==> config.mk <==
export PLATFORM = sky130hd
export DESIGN_NAME = txq_launch_ctrl
export DESIGN_NICKNAME = d
export VERILOG_FILES = /design/src/rtl/txl_pkg.sv /design/src/rtl/txl_cfg_latch.sv /design/src/rtl/txl_level_decode.sv /design/src/rtl/txl_start_eval.sv /design/src/rtl/txl_seq.sv /design/src/rtl/txq_launch_ctrl.sv
export SDC_FILE = /design/constraint.sdc
export NUM_CORES = 1
export LEC_CHECK = 0
export BUFFER_PORTS_ARGS = -buffer_cell sky130_fd_sc_hd__buf_2
export CELL_PAD_IN_SITES_DETAIL_PLACEMENT = 2
export CELL_PAD_IN_SITES_GLOBAL_PLACEMENT = 2
export CORE_ASPECT_RATIO = 1.1
export CORE_MARGIN = 5
export CORE_UTILIZATION = 25
export CTS_BUF_LIST = sky130_fd_sc_hd__clkbuf_4 sky130_fd_sc_hd__clkbuf_8
export CTS_CLUSTER_SIZE = 12
export DETAILED_ROUTE_END_ITERATION = 16
export HOLD_SLACK_MARGIN = 0.05
export PLACE_DENSITY = 0.82
export SLEW_MARGIN = 20
export SYNTH_ARGS = -nofsm -noshare
export SYNTH_HDL_FRONTEND = slang
export SYNTH_SLANG_ARGS = --single-unit
export TNS_END_PERCENT = 50
==> constraint.sdc <==
create_clock -name clk -period 2.3 [get_ports clk]
set_clock_uncertainty 0.1 [all_clocks]
set_input_delay 0.46 -clock clk [delete_from_list [all_inputs] [get_ports clk]]
set_output_delay 0.46 -clock clk [all_outputs]
set_load 0.03 [all_outputs]
==> src/rtl/txl_pkg.sv <==
package txl_pkg;

    localparam int THR_W = 9;
    localparam int N_CODES = 8;

    typedef enum logic [1:0] {
        ST_LOAD  = 2'd0,
        ST_ARMED = 2'd1,
        ST_SENT  = 2'd2
    } seq_st_e;

    typedef struct packed {
        logic       whole;
        logic [2:0] code;
    } txl_cfg_t;

    // Non-monotonic level decode: top bit clear gives 64-byte steps upward,
    // top bit set gives 8-byte steps downward from 40.
    function automatic logic [THR_W-1:0] level_of_code(input logic [2:0] c);
        logic [THR_W-1:0] r;
        if (c[2])
            r = THR_W'(40) - THR_W'({c[1:0], 3'b000});
        else
            r = THR_W'({c[1:0], 6'b000000}) + THR_W'(64);
        return r;
    endfunction

endpackage

==> src/rtl/txl_cfg_latch.sv <==
module txl_cfg_latch
    import txl_pkg::*;
(
    input  logic     clk,
    input  logic     rst,
    input  logic     load,
    input  txl_cfg_t cfg_in,
    output txl_cfg_t cfg_q
);

    always_ff @(posedge clk) begin
        if (rst)
            cfg_q <= '0;
        else if (load)
            cfg_q <= cfg_in;
    end

    // settings stay frozen outside a frame boundary
    p_cfg_frozen_r8: assert property (@(posedge clk) disable iff (rst)
        !load |=> $stable(cfg_q));

endmodule

==> src/rtl/txl_level_decode.sv <==
module txl_level_decode
    import txl_pkg::*;
(
    input  logic [2:0]       code,
    output logic [THR_W-1:0] level
);

    logic [THR_W-1:0] tab [N_CODES];

    for (genvar g = 0; g < N_CODES; g++) begin : g_tab
        assign tab[g] = level_of_code(3'(g));
    end

    assign level = tab[code];

endmodule

==> src/rtl/txl_start_eval.sv <==
module txl_start_eval
    import txl_pkg::*;
#(
    parameter int CNT_W = 12
) (
    input  txl_cfg_t         cfg,
    input  logic [THR_W-1:0] level,
    input  logic [CNT_W-1:0] wr_bytes,
    input  logic             wr_eof,
    output logic             go
);

    localparam int CMP_W = (CNT_W > THR_W) ? CNT_W : THR_W;

    logic [CMP_W-1:0] cnt_ext;
    logic [CMP_W-1:0] lvl_ext;
    logic             above;

    assign cnt_ext = CMP_W'(wr_bytes);
    assign lvl_ext = CMP_W'(level);
    assign above   = cnt_ext > lvl_ext;

    always_comb begin
        if (cfg.whole)
            go = wr_eof;
        else
            go = wr_eof || above;
    end

endmodule

==> src/rtl/txl_seq.sv <==
module txl_seq
    import txl_pkg::*;
(
    input  logic clk,
    input  logic rst,
    input  logic go,
    input  logic rd_eof,
    output logic load,
    output logic armed,
    output logic launch
);

    seq_st_e st;

    always_ff @(posedge clk) begin
        if (rst) begin
            st     <= ST_LOAD;
            launch <= 1'b0;
        end else begin
            launch <= 1'b0;
            unique case (st)
                ST_LOAD:  st <= ST_ARMED;
                ST_ARMED: if (go) begin
                    st     <= ST_SENT;
                    launch <= 1'b1;
                end
                ST_SENT:  if (rd_eof) st <= ST_LOAD;
                default:  st <= ST_LOAD;
            endcase
        end
    end

    assign load  = (st == ST_LOAD);
    assign armed = (st == ST_ARMED);

    // strobe lasts one cycle
    p_one_cycle_r6: assert property (@(posedge clk) disable iff (rst)
        launch |=> !launch);

    // no strobe while the launched frame is still being read
    p_quiet_sent_r7: assert property (@(posedge clk) disable iff (rst)
        (st == ST_SENT) |=> !launch);

    // read-side end marker returns the block to a boundary
    p_rearm_r7: assert property (@(posedge clk) disable iff (rst)
        (st == ST_SENT && rd_eof) |=> load);

endmodule

==> src/rtl/txq_launch_ctrl.sv <==
module txq_launch_ctrl
    import txl_pkg::*;
#(
    parameter int CNT_W = 12
) (
    input  logic             clk,
    input  logic             rst,
    input  logic [CNT_W-1:0] wr_bytes,
    input  logic             wr_eof,
    input  logic [2:0]       level_sel,
    input  logic             full_frame_mode,
    input  logic             rd_eof,
    output logic             tx_start
);

    txl_cfg_t         cfg_in;
    txl_cfg_t         cfg_q;
    logic [THR_W-1:0] level;
    logic             go;
    logic             load;
    logic             armed;

    assign cfg_in.whole = full_frame_mode;
    assign cfg_in.code  = level_sel;

    txl_cfg_latch u_cfg (
        .clk    (clk),
        .rst    (rst),
        .load   (load),
        .cfg_in (cfg_in),
        .cfg_q  (cfg_q)
    );

    txl_level_decode u_dec (
        .code  (cfg_q.code),
        .level (level)
    );

    txl_start_eval #(.CNT_W(CNT_W)) u_eval (
        .cfg      (cfg_q),
        .level    (level),
        .wr_bytes (wr_bytes),
        .wr_eof   (wr_eof),
        .go       (go)
    );

    txl_seq u_seq (
        .clk    (clk),
        .rst    (rst),
        .go     (go),
        .rd_eof (rd_eof),
        .load   (load),
        .armed  (armed),
        .launch (tx_start)
    );

    // count above the captured level while armed starts the frame
    p_thr_start_r3: assert property (@(posedge clk) disable iff (rst)
        (armed && !cfg_q.whole && (CNT_W'(level) < wr_bytes)) |=> tx_start);

    // a completely written frame starts even below the level
    p_short_eof_r4: assert property (@(posedge clk) disable iff (rst)
        (armed && wr_eof) |=> tx_start);

    // full-frame mode waits for the end flag
    p_whole_wait_r5: assert property (@(posedge clk) disable iff (rst)
        (tx_start && cfg_q.whole) |-> $past(wr_eof));

endmodule

== After elaboration in Yosys (flattened, before gate mapping) ==
Memories as Yosys holds them, arrays and structs flattened.
Index checks and enable logic that the tools add are counted.

* Flip-flop bits (word level): 7
* Latch bits: 0
* Memory bits (writable): 0
* Memory bits (read-only): 72
* Input port bits: 20
* Output and inout port bits: 1
* Word-level logic and storage cells: 24
* Memories: 1

{| class="wikitable"
|+ Memory list
! name !! words !! width !! read ports !! clocked after memory_dff !! wr ports !! line !! source
|-
| (no name shown) || 8 || 9 || 1 || 0 || 0 || txl_level_decode.sv:14 || <nowiki>assign level = tab[code];</nowiki>
|}

* $add $sub $neg: 0
* Multiply operators: 0
* Div/mod/pow operators: 0
* $lt $le $gt $ge: 2
* Equal/unequal tests: 4
* Shift-type cells: 0
* Mux-type cells: 7
* Bitwise logic cells: 2
* Reductions and logical operators: 4

{| class="wikitable"
|+ Operator list
! operator !! count
|-
| $mux 9 || 2
|-
| $gt 12x9->1 || 1
|-
| $pmux 2 s3 || 1
|-
| $ge 4x4->1 const B || 1
|-
| $mux 2 || 2
|-
| $ne 2x2->1 const B || 2
|-
| $not 3->4 || 1
|-
| $eq 2x1->1 const B || 1
|-
| $eq 2x2->1 const B || 1
|-
| $logic_not 2->1 || 1
|-
| $mux 1 || 2
|-
| $reduce_and 2->1 || 1
|-
| $reduce_or 2->1 || 1
|-
| $logic_or 1x1->1 || 1
|-
| $not 1->1 || 1
|}

== Depth between registers and ports, before layout ==
Gate-level depths: netlist (run 1).

* Depth in word-level cells: 9
* Mapped depth: 8
* Gate-level depth less buffers: 8

== Cells and area by module ==
Synthesis (run 1) repeated with hierarchy kept, for this count alone.

* Cells, all modules: 70
* Area total of the unflattened synthesis: 578.1 um^2

{| class="wikitable"
|+ By module, submodules not included
! module !! instances !! cells an instance !! area an instance (um^2) !! sequential area each (um^2)
|-
| txl_start_eval || 1 || 35 || 249.0 || 0.0
|-
| txl_cfg_latch || 1 || 13 || 140.1 || 80.1
|-
| txl_seq || 1 || 11 || 112.6 || 60.1
|-
| txl_level_decode || 1 || 11 || 76.3 || 0.0
|}

== Worst setup path before layout (run 1) ==
No wires, ideal clock.

* Kind: reg-to-reg
* From: register, netlist name u_cfg.cfg_q[0]
* To: register u_seq.st[1]
* Setup time: 0.124 ns
* Arrival time: 1.828 ns
* Required time: 2.076 ns
* Slack: 0.248 ns
* Cell stages (with the launch flop): 9
* Buffers on the path: 0
* Period minus slack after synthesis: 2.052 ns
* Cells stage by stage: dfxtp_1 -> ha_1 -> nand2b_1 -> ha_1 -> nand4_1 -> or4_1 -> mux2i_1 -> a211o_2 -> o22ai_1

* Cells in the longest elaborated chain, start to end: 9

{| class="wikitable"
|+ Ends and longest elaborated chain
! what !! line !! source
|-
| $not 3->4 (implied by the code) || txl_level_decode.sv:14 ||
|-
| $mem_v2 8x9 || -- ||
|-
| $mux 9 (implied by the code) (2 in series) || txl_level_decode.sv:14 ||
|-
| $gt 12x9->1 || txl_start_eval.sv:21 || <nowiki>assign above = cnt_ext > lvl_ext;</nowiki>
|-
| $logic_or 1x1->1 || txl_start_eval.sv:27 || <nowiki>go = wr_eof || above;</nowiki>
|-
| $mux 1 || txl_start_eval.sv:24 || <nowiki>if (cfg.whole)</nowiki>
|-
| $ne 2x2->1 (no source line) || -- ||
|-
| $reduce_and 2->1 (no source line) || -- ||
|-
| to (signal assigned) || txl_seq.sv:17 || <nowiki>st <= ST_LOAD;</nowiki>
|-
| to (signal assigned) || txl_seq.sv:22 || <nowiki>ST_LOAD: st <= ST_ARMED;</nowiki>
|-
| to (signal assigned) || txl_seq.sv:24 || <nowiki>st <= ST_SENT;</nowiki>
|-
| to (decl) || txl_seq.sv:13 || <nowiki>seq_st_e st;</nowiki>
|}

Every way passes these cells. The select of a mux whose other input is x is not followed.
A chain may end at the register's enable or synchronous reset.

== Worst setup path after layout (run 1) ==
* From: register, netlist name u_cfg.cfg_q[0]
* To: register u_seq.st[1]

* Cells in the longest elaborated chain, start to end: 9

{| class="wikitable"
|+ Ends and longest elaborated chain
! what !! line
|-
| $not 3->4 (implied by the code) || txl_level_decode.sv:14
|-
| $mem_v2 8x9 || --
|-
| $mux 9 (implied by the code) (2 in series) || txl_level_decode.sv:14
|-
| $gt 12x9->1 || txl_start_eval.sv:21
|-
| $logic_or 1x1->1 || txl_start_eval.sv:27
|-
| $mux 1 || txl_start_eval.sv:24
|-
| $ne 2x2->1 (no source line) || --
|-
| $reduce_and 2->1 (no source line) || --
|}

Every way passes these cells. The select of a mux whose other input is x is not followed.

==> qor.yml, run 1 <==
maxCapViolations: 0
drc_errors: 0
num_vias: 506
cts_hold_buf: 0
clkTransAtPathRegs_ns: 0.05
syn_area_per_cell_um2: 8.26
min_period_ns: 2.22
grtUsageMet1_pct: 12.3
initial_core_util_pct: 25.8
fillCellCount: 212
leakage_nw: 0.298
place.gp.congestion: 0.751
wl_um: 1350
power_uw: 492
use_met3_pct: 2.72
drt_iter0_drc: 4
crit_slowest_cell: "or4_1"
wire_per_inst_um: 14.1
synth_nets: 82
drv_slew: 0
port-buffer-count: 20
viasPerCell: 5.27
cpPeakStageDelay_ns: 0.53
use_met2_pct: 17.1
post-route-period-util_pct: 96.6
synth_flop_cell: "dfxtp_1"
syn_inst: 55
synth_common_cells: "7 x dfxtp_1, 7 x ha_1, 6 x nand2_1"
critical_path.endpoint_type: "flip-flop"
finalSetupViolCount: 0
num_io_pins: 21
grt.total_usage_pct: 10.8
die_w_um: 50.6
ant_nets: 0
cts_tree: "yes"
dieArea_um2: 2770
numCtsBuffers: 3
yosysWarnings: 0
powerDensity_nw_per_um2: 749
grt_max_degree: 10
die_y_um: 54.7
syn_area_um2: 454
fin_cells: 96
critPathTopFamily: "simple AND/OR/NAND/NOR gates"
yosys.area.top_type: "dfxtp_1"
final_util_pct: 37.3
synth_top_area_share_pct: 30.9
overflow: 0
insertion_delay_ns: 0.26
drt_pre_antenna_iters: 4
setup.worst_path.start_class: "flip-flop"
syn_to_final_growth_pct: 44.6
hold_viol: 0
cts_buffer_depth: 2
cp.required_ns: 2.34
clockRootBuffer: "clkbuf_4"
placementRows: 16
clock-sinks: 7
critical_path_class: "flip-flop to flip-flop"
fmax_mhz: 450
async_flop_share_pct: 0
rsz0062_at_grt: "yes"
outcome: "finished, final reports clean"
dpl.hpwl_um: 1100
slew_headroom_pct: 81.3
num_antenna_cells: 0
multi_input_area_um2: 347
setup_tns_ns: 0
nets: 106
max_slew.worst_pin.slew_ns: 0.279
grt_busiest_layer: "met2"
critical_path_buf_inv_count: 0
cts_max_level: 1
synth_area_leaders: "dfxtp_1 31%, ha_1 19%, a21oi_1 5.5%, nand2b_1 5.5%, nand2_1 5.0%"
path_cells: "ha_4 -> nand2b_4 -> ha_4 -> nand4_1 -> or4_1 -> mux2i_1 -> a211o_2 -> o22ai_1"
ys_types: 22
placed_cells_incl_taps: 92
ys_seq_area_share_pct: 30.9
synth_edf_count: 0
drive_above_1_share_pct: 42.3
antenna_found_initial: 0
crit_top_cell: "ha_4"
core_area_um2: 1760
regArea_um2: 146
grt_pass1_vias: 528
ir_worst_vdd_uv: 286
crit_arrival_ns: 2.27
ys_seq_elements: 7
hold_path.class: "primary input to flip-flop"
grt_pass1_wl_um: 2240
r2r_slack_ns: 0.08
path_max_fanout: 4
per-stage QoR:
step           instance area [um^2]  worst slack, ns  hold WS [ns]
2_1_floorplan                   454            0.248         0.347
3_3_place_gp                    573            0.151         0.375
3_5_place_dp                    573           0.0654         0.392
4_1_cts                         603           0.0476         0.333
5_1_grt                         657          -0.0284         0.334
6_report                        657           0.0777         0.327
flip-flops by register name, indices dropped and copies added (netlist names):
signal / count
u_cfg.cfg_q: 4
u_seq.launch: 1
u_seq.st: 2
worst min-delay path: cells and delay by family:
kind | cells | cell delay (ns)
buf+inv | 1 | 0.10
compound gates | 1 | 0.05
simple gates | 1 | 0.04
layout make-up:
class                           instances  share of cell area, %
Multi-Input combinational cell         44                   52.8
Inverter                                3                   1.71
Sequential cell                         7                   22.3
Tap cell                               18                   3.43
Timing Repair Buffer                   20                   15.2
Clock buffer                            4                   4.57
worst paths after layout:
| path | depth (start not counted) | startpoint | end |
|---|---|---|---|
| hold reg to reg | 2 | u_cfg.cfg_q[3] | u_cfg.cfg_q[3] |
| setup reg to reg | 8 | u_cfg.cfg_q[0] | u_seq.st[1] |
| setup / recovery | 8 | u_cfg.cfg_q[0] | u_seq.st[1] |
| hold / removal | 3 | level_sel[0] | u_cfg.cfg_q[0] |
cells in the final DEF, fill, tap and decap left out:
| cell | Yosys | routed |
|---|---|---|
| buf_2 | 0 | 20 |
| nand2_1 | 6 | 6 |
| a21oi_1 | 5 | 5 |
| o21ai_0 | 4 | 4 |
| ha_1 | 7 | 4 |
| clkbuf_4 | 0 | 4 |
| dfxtp_1 | 7 | 4 |
| inv_1 | 3 | 3 |
| nand2b_1 | 4 | 3 |
| nor3_1 | 3 | 3 |
| ha_4 | 0 | 3 |
| a31oi_1 | 2 | 2 |
| nor2_1 | 2 | 2 |
| dfxtp_2 | 0 | 2 |
| or2_4 | 0 | 1 |
| nand2b_4 | 0 | 1 |
| nor2b_1 | 1 | 1 |
| nand4_1 | 1 | 1 |
| or4_1 | 1 | 1 |
| mux2i_1 | 1 | 1 |
| a21o_1 | 1 | 1 |
| a211oi_1 | 1 | 1 |
| o211ai_1 | 1 | 1 |
| a211o_2 | 1 | 1 |
| o22ai_1 | 1 | 1 |
| a31o_1 | 1 | 1 |
| dfxtp_4 | 0 | 1 |
what timing repair did:
| action | CTS | global route |
|---|---|---|
| endpoints found under the setup margin | 0 | 3 |
| gates resized for setup | 0 | 9 |
| buffers inserted | 0 | 0 |
where the power goes:
| part | total [mW] | internal [mW] | switching, mW |
|---|---|---|---|
| sequential | 0.185 | 0.148 | 0.0364 |
| combinational | 0.178 | 0.0934 | 0.0843 |
| clock | 0.130 | 0.0784 | 0.0512 |
| total | 0.492 | 0.320 | 0.172 |
layer usage:
| layer | up-vias | share of wire (%) |
|---|---|---|
| met5 | - | 0 |
| met4 | 0 | 3.0 |
| met3 | 3 | 7.8 |
| met2 | 21 | 47 |
| met1 | 234 | 42 |
| li1 | 248 | - |
cell families after synthesis:
logic type,count (synthesis),synth area share [%]
mux,1,2.20
compound gates,17,23.1
buf+inv,4,3.30
simple gates,19,21.2
fa+ha+maj,7,19.3
flops,7,30.9
Power figures use the tool's default switching activity.
==> run 2: changes to the inputs <==
Settings changed: CORE_UTILIZATION 25 to 27, PLACE_DENSITY 0.82 to 0.81, SETUP_SLACK_MARGIN set to 0.4, SYNTH_HIERARCHICAL set to 1.
==> run 2 against run 1 <==
The run now ends with setup timing left. Wire length is 16% higher. Critical path depth is 1 higher. Count of clock-buffer cells in the layout stayed put. Highest routed layer unchanged. Clock power is 5% lower. Sequential share of layout area is 3.9 points lower. Combinational power is 16% lower. Flip-flop and latch count stayed put. Critical path type unchanged. Power is 14% lower. Largest cell class unchanged.
==> qor.yml, run 2 <==
outcome: "finished with violations"
violations: "setup timing"
place.gp.congestion: 0.637
dieArea_um2: 3140
path_max_fanout: 4
cts_max_level: 1
placed_cells_incl_taps: 120
largest_reg_flops: 4
cp.required_ns: 2.35
num_vias: 566
grt.total_usage_pct: 11.9
largest-register: "u_cfg/cfg_q"
switching_share_pct: 30.8
cts_tree: "yes"
drv_slew: 0
syn_area_per_cell_um2: 8.29
timing.final.ws_setup_ns: -0.0303
r2r-end: "u_seq/st[1]"
placed_area_um2: 732
fillCellCount: 258
ant_nets: 0
combinationalPowerShare_pct: 35.1
grt_max_degree: 8
r2r_slack_ns: -0.03
ir_worst_vdd_uv: 338
rsz0062_at_grt: "yes"
drc_errors: 0
num_io_pins: 21
maxCapViolations: 0
power.share.sequential_pct: 35.6
min_path_cells: 3
setup_tns_ns: -0.0432
layout_common_cells: "20 x buf_2, 10 x inv_1, 9 x ha_1"
worstHoldStart: "level_sel[2]"
critical_path_buf_inv_count: 1
wire_per_inst_um: 12.7
core_area_um2: 2020
syn_to_final_growth_pct: 37.2
path_cells: "ha_4 -> nor2b_1 -> inv_1 -> ha_1 -> nand2_1 -> or4_4 -> nor3b_2 -> a311o_1 -> a31o_1"
min_to: "u_cfg/cfg_q[2]"
power.internal_uw: 294
nets: 127
final_area_um2: 785
antenna_found_initial: 0
die_w_um: 53.9
worstRegToRegCells: 9
grt_pass1_vias: 640
dp_slack_ns: -0.0678
cts_buffer_depth: 2
final_common_cell: "buf_2"
yosysWarnings: 6
syn_inst: 69
viasPerCell: 4.56
critical_path_class: "flip-flop to flip-flop"
drive_above_1_share_pct: 38.5
clkTransAtPathRegs_ns: 0.05
post_cts_buffers: 0
min_period_ns: 2.33
insertion_delay_ns: 0.25
fin_cells: 124
port-buffer-count: 20
critPathTopFamily: "simple AND/OR/NAND/NOR gates"
clock-sinks: 7
syn_area_um2: 572
drt_pre_antenna_iters: 1
placementRows: 17
hold_path.class: "primary input to flip-flop"
overflow: 0
drt_iter0_drc: 0
crit_slowest_cell: "or4_4"
setup.worst_path.start_class: "flip-flop"
clockPowerShare_pct: 29.3
top_regs: "u_cfg/cfg_q: 4 flops, u_seq/st: 2 flops, u_seq/launch: 1 flops"
critical_path.endpoint_type: "flip-flop"
die_y_um: 58.3
initial_core_util_pct: 28.3
grt_pass1_wl_um: 2680
fmax_mhz: 429
powerDensity_nw_per_um2: 541
leakage_nw: 0.389
hold_viol: 0
clockRootBuffer: "clkbuf_4"
cpPeakStageDelay_ns: 0.42
finalSetupViolCount: 2
crit_arrival_ns: 2.38
num_antenna_cells: 0
dpl.hpwl_um: 1450
wl_um: 1570
numCtsBuffers: 3
post-route-period-util_pct: 101
power_uw: 424
r2r_start: "u_cfg/cfg_q[0]"
p_switching_uw: 130
run 2: how the worst max path moves through the flow:
stage,slack [ns],depth (start not counted),endpoint,start
after floorplan,0.06,9,u_seq/st[1],u_cfg/cfg_q[1]
after detailed placement,-0.07,7,u_seq/st[1],wr_bytes[6]
after global placement,-0.02,7,u_seq/st[1],wr_bytes[6]
after global routing,-0.14,10,u_seq/st[0],u_cfg/cfg_q[0]
after CTS,-0.05,9,u_seq/st[1],u_cfg/cfg_q[0]
final,-0.03,9,u_seq/st[1],u_cfg/cfg_q[0]
run 2: area by class of cell:
class,count,area [um^2],area share [%]
inverters,10,37.5,4.78
flip-flops and latches,7,144,18.3
repair buffers,25,138,17.5
multi-input cells,50,400,51.0
well taps,28,35.0,4.47
clock buffers,4,30.0,3.83
run 2: per-stage QoR:
step | hold WS [ns] | util, %
after floorplan | 0.336 | -
after global placement | 0.373 | 36.2
after detailed placement | 0.395 | 36.2
after CTS | 0.332 | 38.5
after global routing | 0.354 | 38.8
final | 0.345 | 38.8
run 2: power groups by stage:
stage	clock network, mW	logic, mW	registers [mW]
after floorplan	0	0.0886	0.152
after global placement	0	0.138	0.150
after detailed placement	0	0.148	0.152
after CTS	0.136	0.150	0.151
after global routing	0.143	0.168	0.154
final	0.124	0.149	0.151
run 2: timing repair:
item                       4_1_cts  5_1_grt
resized for setup                2        2
pin swaps                        1        0
hold buffers                     0        0
setup endpoints to repair        3        3
run 2: worst min-delay path: cells and delay by family:
kind | cells | cell delay (ns)
muxes | 1 | 0.05
buffers and inverters | 1 | 0.07
and+or+nand+nor | 1 | 0.07
run 2: metal layers:
layer,vias up,track usage (%),share of wire (%)
met5,-,0,0
met4,0,8.76,3.0
met3,5,1.29,3.7
met2,15,22.3,58
met1,261,11.4,36
li1,285,-,-
